===== src/rtl/irq_pkg.sv =====
package irq_pkg;
   localparam int unsigned REG_AW = 3;
   localparam int unsigned REG_DW = 8;

   typedef enum logic [REG_AW-1:0] {
      A_FLAG  = 3'd0,
      A_ENA   = 3'd1,
      A_CFG   = 3'd2,
      A_PRIO  = 3'd3,
      A_CMASK = 3'd4,
      A_PORT  = 3'd5
   } reg_addr_e;
endpackage


===== src/rtl/irq_sync.sv =====
// Multi-stage synchronizer for asynchronous pin levels.
module irq_sync #(
   parameter int unsigned WIDTH  = 1,
   parameter int unsigned STAGES = 2
) (
   input  logic             clk_i,
   input  logic             rst_ni,
   input  logic [WIDTH-1:0] d_i,
   output logic [WIDTH-1:0] q_o
);
   logic [STAGES-1:0][WIDTH-1:0] stg_q;

   generate
      if (STAGES == 1) begin : g_one
         always_ff @(posedge clk_i or negedge rst_ni) begin
            if (!rst_ni) stg_q <= '0;
            else         stg_q <= d_i;
         end
      end else begin : g_chain
         always_ff @(posedge clk_i or negedge rst_ni) begin
            if (!rst_ni) stg_q <= '0;
            else         stg_q <= {stg_q[STAGES-2:0], d_i};
         end
      end
   endgenerate

   assign q_o = stg_q[STAGES-1];
endmodule


===== src/rtl/irq_edge_det.sv =====
// Edge detector with a selectable polarity for one synchronized pin.
module irq_edge_det (
   input  logic clk_i,
   input  logic rst_ni,
   input  logic lvl_i,
   input  logic rise_sel_i,
   output logic hit_o
);
   logic prev_q;

   always_ff @(posedge clk_i or negedge rst_ni) begin
      if (!rst_ni) prev_q <= 1'b0;
      else         prev_q <= lvl_i;
   end

   assign hit_o = rise_sel_i ? (lvl_i & ~prev_q) : (~lvl_i & prev_q);
endmodule


===== src/rtl/irq_tmr_ovf.sv =====
// Timer wrap detector, narrow or full-width compare.
module irq_tmr_ovf #(
   parameter int unsigned CNT_W    = 16,
   parameter int unsigned NARROW_W = 8
) (
   input  logic             inc_i,
   input  logic             wide_i,
   input  logic [CNT_W-1:0] cnt_i,
   output logic             hit_o
);
   logic narrow_top;
   logic full_top;

   assign narrow_top = &cnt_i[NARROW_W-1:0];

   generate
      if (CNT_W > NARROW_W) begin : g_wide
         assign full_top = &cnt_i;
      end else begin : g_narrow_only
         assign full_top = narrow_top;
      end
   endgenerate

   assign hit_o = inc_i & (wide_i ? full_top : narrow_top);
endmodule


===== src/rtl/irq_port_chg.sv =====
// Port change detector: difference against a snapshot refreshed on demand.
module irq_port_chg #(
   parameter int unsigned PINS = 4
) (
   input  logic            clk_i,
   input  logic            rst_ni,
   input  logic [PINS-1:0] lvl_i,
   input  logic [PINS-1:0] mask_i,
   input  logic            snap_i,
   output logic            hit_o
);
   logic [PINS-1:0] snap_q;

   always_ff @(posedge clk_i or negedge rst_ni) begin
      if (!rst_ni)     snap_q <= '0;
      else if (snap_i) snap_q <= lvl_i;
   end

   assign hit_o = |((lvl_i ^ snap_q) & mask_i);
endmodule


===== src/rtl/irq_prio_ctrl.sv =====
module irq_prio_ctrl
   import irq_pkg::*;
#(
   parameter int unsigned NUM_EXT     = 3,
   parameter int unsigned NUM_CHG     = 4,
   parameter int unsigned CNT_W       = 16,
   parameter int unsigned NARROW_W    = 8,
   parameter int unsigned SYNC_STAGES = 2
) (
   input  logic                clk_i,
   input  logic                rst_ni,
   input  logic [NUM_EXT-1:0]  ext_pin_i,
   input  logic [NUM_CHG-1:0]  port_pin_i,
   input  logic                tmr_inc_i,
   input  logic [CNT_W-1:0]    tmr_val_i,
   input  logic                wr_en_i,
   input  logic                rd_en_i,
   input  logic [REG_AW-1:0]   addr_i,
   input  logic [REG_DW-1:0]   wdata_i,
   output logic [REG_DW-1:0]   rdata_o,
   output logic                irq_hi_o,
   output logic                irq_lo_o,
   output logic                wake_o,
   output logic                vec_o
);
   localparam int unsigned NSRC    = NUM_EXT + 2;
   localparam int unsigned SRC_TMR = NUM_EXT;
   localparam int unsigned SRC_CHG = NUM_EXT + 1;
   localparam int unsigned SYNC_W  = NUM_EXT + NUM_CHG;

   // elaboration-time parameter checks
   generate
      if (NUM_EXT < 1 || NUM_EXT > 5) begin : g_bad_ext
         $error("NUM_EXT must lie in 1..5");
      end
      if (NUM_CHG < 1 || NUM_CHG > REG_DW) begin : g_bad_chg
         $error("NUM_CHG must lie in 1..REG_DW");
      end
      if (NARROW_W < 1 || CNT_W < NARROW_W) begin : g_bad_cnt
         $error("need 1 <= NARROW_W <= CNT_W");
      end
      if (SYNC_STAGES < 2) begin : g_bad_sync
         $error("SYNC_STAGES must be at least 2");
      end
   endgenerate

   // configuration state
   logic [NSRC-1:0]    flag_q;
   logic [NSRC-1:0]    en_q;
   logic               gie_q;
   logic [NUM_EXT-1:0] edge_q;
   logic               wide_q;
   logic [NSRC-1:1]    prio_q;
   logic [NUM_CHG-1:0] mask_q;

   logic [NSRC-1:0]    set_vec;
   logic [NSRC-1:0]    prio_eff;
   logic [NSRC-1:0]    act;
   logic [SYNC_W-1:0]  sync_out;
   logic [NUM_EXT-1:0] ext_s;
   logic [NUM_CHG-1:0] port_s;
   logic               wr_flag, wr_ena, wr_cfg, wr_prio, wr_mask, snap_rd;
   logic [REG_DW-1:0]  unused_wdata;

   assign unused_wdata = wdata_i;

   // input synchronization
   irq_sync #(.WIDTH(SYNC_W), .STAGES(SYNC_STAGES)) u_sync (
      .clk_i (clk_i),
      .rst_ni(rst_ni),
      .d_i   ({port_pin_i, ext_pin_i}),
      .q_o   (sync_out)
   );
   assign ext_s  = sync_out[NUM_EXT-1:0];
   assign port_s = sync_out[NUM_EXT +: NUM_CHG];

   // event sources
   generate
      for (genvar i = 0; i < NUM_EXT; i++) begin : g_ext
         irq_edge_det u_edge (
            .clk_i     (clk_i),
            .rst_ni    (rst_ni),
            .lvl_i     (ext_s[i]),
            .rise_sel_i(edge_q[i]),
            .hit_o     (set_vec[i])
         );
      end
   endgenerate

   irq_tmr_ovf #(.CNT_W(CNT_W), .NARROW_W(NARROW_W)) u_tmr (
      .inc_i (tmr_inc_i),
      .wide_i(wide_q),
      .cnt_i (tmr_val_i),
      .hit_o (set_vec[SRC_TMR])
   );

   assign snap_rd = rd_en_i && (addr_i == A_PORT);

   irq_port_chg #(.PINS(NUM_CHG)) u_chg (
      .clk_i (clk_i),
      .rst_ni(rst_ni),
      .lvl_i (port_s),
      .mask_i(mask_q),
      .snap_i(snap_rd),
      .hit_o (set_vec[SRC_CHG])
   );

   // register writes
   assign wr_flag = wr_en_i && (addr_i == A_FLAG);
   assign wr_ena  = wr_en_i && (addr_i == A_ENA);
   assign wr_cfg  = wr_en_i && (addr_i == A_CFG);
   assign wr_prio = wr_en_i && (addr_i == A_PRIO);
   assign wr_mask = wr_en_i && (addr_i == A_CMASK);

   // flags: a software clear is a write of 0; a set event in the same cycle wins
   always_ff @(posedge clk_i or negedge rst_ni) begin
      if (!rst_ni)      flag_q <= '0;
      else if (wr_flag) flag_q <= (flag_q & wdata_i[NSRC-1:0]) | set_vec;
      else              flag_q <= flag_q | set_vec;
   end

   always_ff @(posedge clk_i or negedge rst_ni) begin
      if (!rst_ni) begin
         en_q   <= '0;
         gie_q  <= 1'b0;
         edge_q <= '1;
         wide_q <= 1'b0;
         prio_q <= '1;
         mask_q <= '0;
      end else begin
         if (wr_ena) begin
            en_q  <= wdata_i[NSRC-1:0];
            gie_q <= wdata_i[REG_DW-1];
         end
         if (wr_cfg) begin
            edge_q <= wdata_i[NUM_EXT-1:0];
            wide_q <= wdata_i[REG_DW-1];
         end
         if (wr_prio) prio_q <= wdata_i[NSRC-1:1];
         if (wr_mask) mask_q <= wdata_i[NUM_CHG-1:0];
      end
   end

   // read mux
   always_comb begin
      rdata_o = '0;
      case (addr_i)
         A_FLAG:  rdata_o[NSRC-1:0] = flag_q;
         A_ENA: begin
            rdata_o[NSRC-1:0]  = en_q;
            rdata_o[REG_DW-1]  = gie_q;
         end
         A_CFG: begin
            rdata_o[NUM_EXT-1:0] = edge_q;
            rdata_o[REG_DW-1]    = wide_q;
         end
         A_PRIO:  rdata_o[NSRC-1:0]    = prio_eff;
         A_CMASK: rdata_o[NUM_CHG-1:0] = mask_q;
         A_PORT:  rdata_o[NUM_CHG-1:0] = port_s;
         default: rdata_o = '0;
      endcase
   end

   // routing: source 0 is fixed at high priority
   assign prio_eff = {prio_q, 1'b1};
   assign act      = flag_q & en_q;
   assign irq_hi_o = |(act & prio_eff);
   assign irq_lo_o = |(act & ~prio_eff);
   assign wake_o   = |act;
   assign vec_o    = wake_o & gie_q;
endmodule


===== config.mk =====
export PLATFORM = sky130hd
export DESIGN_NAME = irq_prio_ctrl
export DESIGN_NICKNAME = d
export VERILOG_FILES = /design/src/rtl/irq_pkg.sv /design/src/rtl/irq_sync.sv /design/src/rtl/irq_edge_det.sv /design/src/rtl/irq_tmr_ovf.sv /design/src/rtl/irq_port_chg.sv /design/src/rtl/irq_prio_ctrl.sv
export SDC_FILE = /design/constraint.sdc
export NUM_CORES = 1
export LEC_CHECK = 0
export BUFFER_PORTS_ARGS = -buffer_cell sky130_fd_sc_hd__buf_2
export CORE_ASPECT_RATIO = 1.2
export CORE_UTILIZATION = 50
export DETAILED_ROUTE_END_ITERATION = 12
export GPL_TIMING_DRIVEN = 0
export PLACE_DENSITY = 0.86
export SYNTH_ARGS = -nofsm -noshare
export SYNTH_HDL_FRONTEND = slang
export SYNTH_HIERARCHICAL = 1
export SYNTH_SLANG_ARGS = --single-unit

===== constraint.sdc =====
create_clock -name clk_i -period 1.5 [get_ports clk_i]
set_clock_uncertainty 0.15 [all_clocks]
set_input_delay 0.3 -clock clk_i [delete_from_list [all_inputs] [get_ports clk_i]]
set_output_delay 0.3 -clock clk_i [all_outputs]
set_load 0.02 [all_outputs]

==> results.sh <==
export IMPL_core_um2=3970
export IMPL_wirelength_um=4560
export IMPL_cts_buffers=5
export IMPL_drt_iter0_markers=73
export IMPL_start_util_pct=52.3
export IMPL_grtUsageTotal_pct=22.0
export IMPL_antenna_found_initial=0
export IMPL_power_w=0.00326
export IMPL_area_delta_synth_final_pct=33.9
export IMPL_hold_viol=2
export IMPL_setup_viol=10
export IMPL_hp_class="in2async"
export IMPL_use_met3_pct=4.96
export IMPL_route_antenna_remaining_nets=0
export IMPL_critPathMaxStageDelay_ns=0.42
export IMPL_critPathCaptureType="output pin"
export IMPL_grt_start_max_net_pins=45
export IMPL_root_buffer="clkbuf_8"
export IMPL_clock_fmax_mhz=531
export IMPL_grt_overflow=0
export IMPL_arrival_ns=1.43
export IMPL_grt_pass1_wl_um=6950
export IMPL_insertion_delay_ns=0.29
export IMPL_dp_slack_ns=-0.324
export IMPL_critPathMaxFanout=4
export IMPL_drive_gt1_share_pct=51.7
export IMPL_drc=0
export IMPL_die_w_um=60.8
export IMPL_finalWorstSetupSlack_ns=-0.385
export IMPL_syn_inst=166
export IMPL_use_met1_pct=28.7
export IMPL_max_cap_violations=0
export IMPL_worst_setup_path_type="reg2out"
export IMPL_cp_start_kind="flop"
export IMPL_netlist_area_um2=2080
export IMPL_diodes=0
export IMPL_num_vias=1585
export IMPL_path_buf_inv=2
export IMPL_design_die_area_um2=4420
export IMPL_gp_congestion=0.905
export IMPL_status="finished with violations"
export IMPL_grtUsageMet2_pct=35.0
export IMPL_cts_path_max_buffers=2
export IMPL_relSlewSlack_pct=35.8
export IMPL_cp_required_ns=1.05
export IMPL_numClockSinks=44
export IMPL_p_leak_nw=1.26
export IMPL_avgViaCountPerCell=5.54
export IMPL_fin_crit_ns=1.88
export IMPL_cp_top_family="flip-flops"
export IMPL_clk_pin_slew_ns=0.08
export IMPL_powerDensity_nw_per_um2=1170
export IMPL_drt_first_pass_iters=4
export IMPL_worst_slew_pin_slew_ns=0.963
export IMPL_cts_tree="done"
export IMPL_fp_dieH_um=72.6
export IMPL_cp_slowest_cell="dfrtp_1"
export IMPL_rsz0062_at_grt="true"
export IMPL_portBuffers=45
export IMPL_wl_per_cell_um=15.9
export IMPL_ioPinCount=51
export IMPL_ys_warn_count=6
export IMPL_ys_ff_latch=44
export IMPL_first_global_vias=1492
export IMPL_mostFrequentLayoutCells="36 x buf_2, 36 x dfrtp_1, 16 x mux2_2"
export IMPL_htree_levels=2
export IMPL_rows=25
export IMPL_drv_slew=0
export IMPL_timing_final_crit_share_pct=126
export IMPL_synth_seq_area_share_pct=53.4
export IMPL_critical_path_top_cell_by_count="buf_6"
export IMPL_syn_avg_cell_area_um2=12.5
export IMPL_dp_hpwl_um=2890
export IMPL_final_net_count=270
export IMPL_grt_busiest_layer="met2"
export IMPL_vdd_drop_max_v=0.000668
export IMPL_yosys_cell_types_count=36
export IMPL_worstPathCellList="buf_6, a22oi_2, nand4_1, and2_4, buf_6"
export IMPL_violations="negative hold slack, negative setup slack"
export IMPL_whs_ns=-0.000515
-- power breakdown --
part	total [W]	internal [W]	leakage, nW	switching [W]
combinational	0.000863	0.000482	0.706	0.000382
clock	0.000873	0.000494	0.0552	0.000379
sequential	0.00153	0.00138	0.502	0.000145
-- synth_stat cells, drive strengths merged --
master / number / area, µm²
nand4b: 1 / 8.76
nor2b: 2 / 15.0
o21a: 2 / 15.0
dfstp: 7 / 184
buf: 14 / 104
nand3b: 5 / 37.5
nand3: 4 / 20.0
mux2: 27 / 304
nor2: 2 / 7.51
dfrtp: 37 / 926
o221ai: 1 / 8.76
a21oi: 2 / 10.0
xor2: 4 / 35.0
a221oi: 1 / 8.76
and2: 1 / 6.26
a31oi: 1 / 6.26
or4b: 1 / 13.8
nor3b: 1 / 12.5
nand2b: 9 / 56.3
nor4b: 1 / 23.8
o21ai: 12 / 71.3
and3b: 1 / 8.76
o22a: 1 / 8.76
a22oi: 5 / 37.5
nand4: 5 / 31.3
mux2i: 5 / 50.1
and3: 3 / 18.8
a221o: 1 / 10.0
conb: 1 / 3.75
nand2: 9 / 33.8
-- final cells by class --
| class | instances | area, µm² |
|---|---|---|
| tap | 54 | 67.6 |
| clock inverter | 2 | 35.0 |
| buffer | 10 | 92.6 |
| timing repair buffer | 61 | 454 |
| clock buffer | 6 | 72.6 |
| multi-input combinational | 109 | 948 |
| fill | 300 | 1190 |
| sequential | 44 | 1110 |
-- through the flow --
step	instances	setup TNS (ns)	area, µm²	utilization, %
CTS	283	-2.92	2700	67.9
floorplan	167	-0.494	2130	-
global placement	266	-6.16	2420	60.9
finish	286	-2.99	2780	70.0
global route	286	-3.47	2780	70.0
detailed placement	266	-6.58	2420	60.9
-- worst paths after layout --
kind	startpoint	slack, ns	cells past startpoint	endpoint
worst max-delay path	en_q[2]	-0.38	5	vec_o
worst min register to register	u_sync/stg_q[1]	0.20	0	u_sync/q_o[1]
min in group clk_i	wdata_i[7]	0.10	2	gie_q
worst min-delay path	rst_ni	-0.0005	1	en_q[4]
max in group asynchronous	rst_ni	0.53	1	flag_q[2]
worst max register to register	u_sync/q_o[4]	0.22	5	flag_q[4]
-- routing by layer --
layer  wire [µm]  share of wire [%]  vias to the layer above
met1        1870                 41                      782
met3         292                6.4                       13
li1            -                  -                      721
met5           0                  0                        -
met4         137                3.0                        0
met2        2260                 50                       69
-- timing repair --
action	4_1_cts	5_1_grt
setup buffers	4	4
gates cloned	1	0
endpoints found under the setup margin	10	19
pin swaps	6	7
resized for setup	20	18
hold buffers	7	0
endpoints found under the hold margin	7	0
-- sequential cells by signal (all words and copies together) (netlist names) --
signal               cells
mask_q                   4
flag_q                   5
wide_q                   1
gie_q                    1
g_ext.u_edge/prev_q      3
u_sync/stg_q             7
prio_q                   4
u_chg/snap_q             4
en_q                     5
u_sync/q_o               7
edge_q                   3
-- logic make-up after synthesis --
| group | synth area share [%] |
|---|---|
| other | 0.181 |
| AND/OR/NAND/NOR | 14.2 |
| XOR/XNOR | 1.69 |
| buffers and inverters | 5.00 |
| multiplexers | 17.0 |
| flip-flops | 53.4 |
| AO/OA/AOI/OAI | 8.49 |
Note: power is estimated with default switching activity, not from simulation.
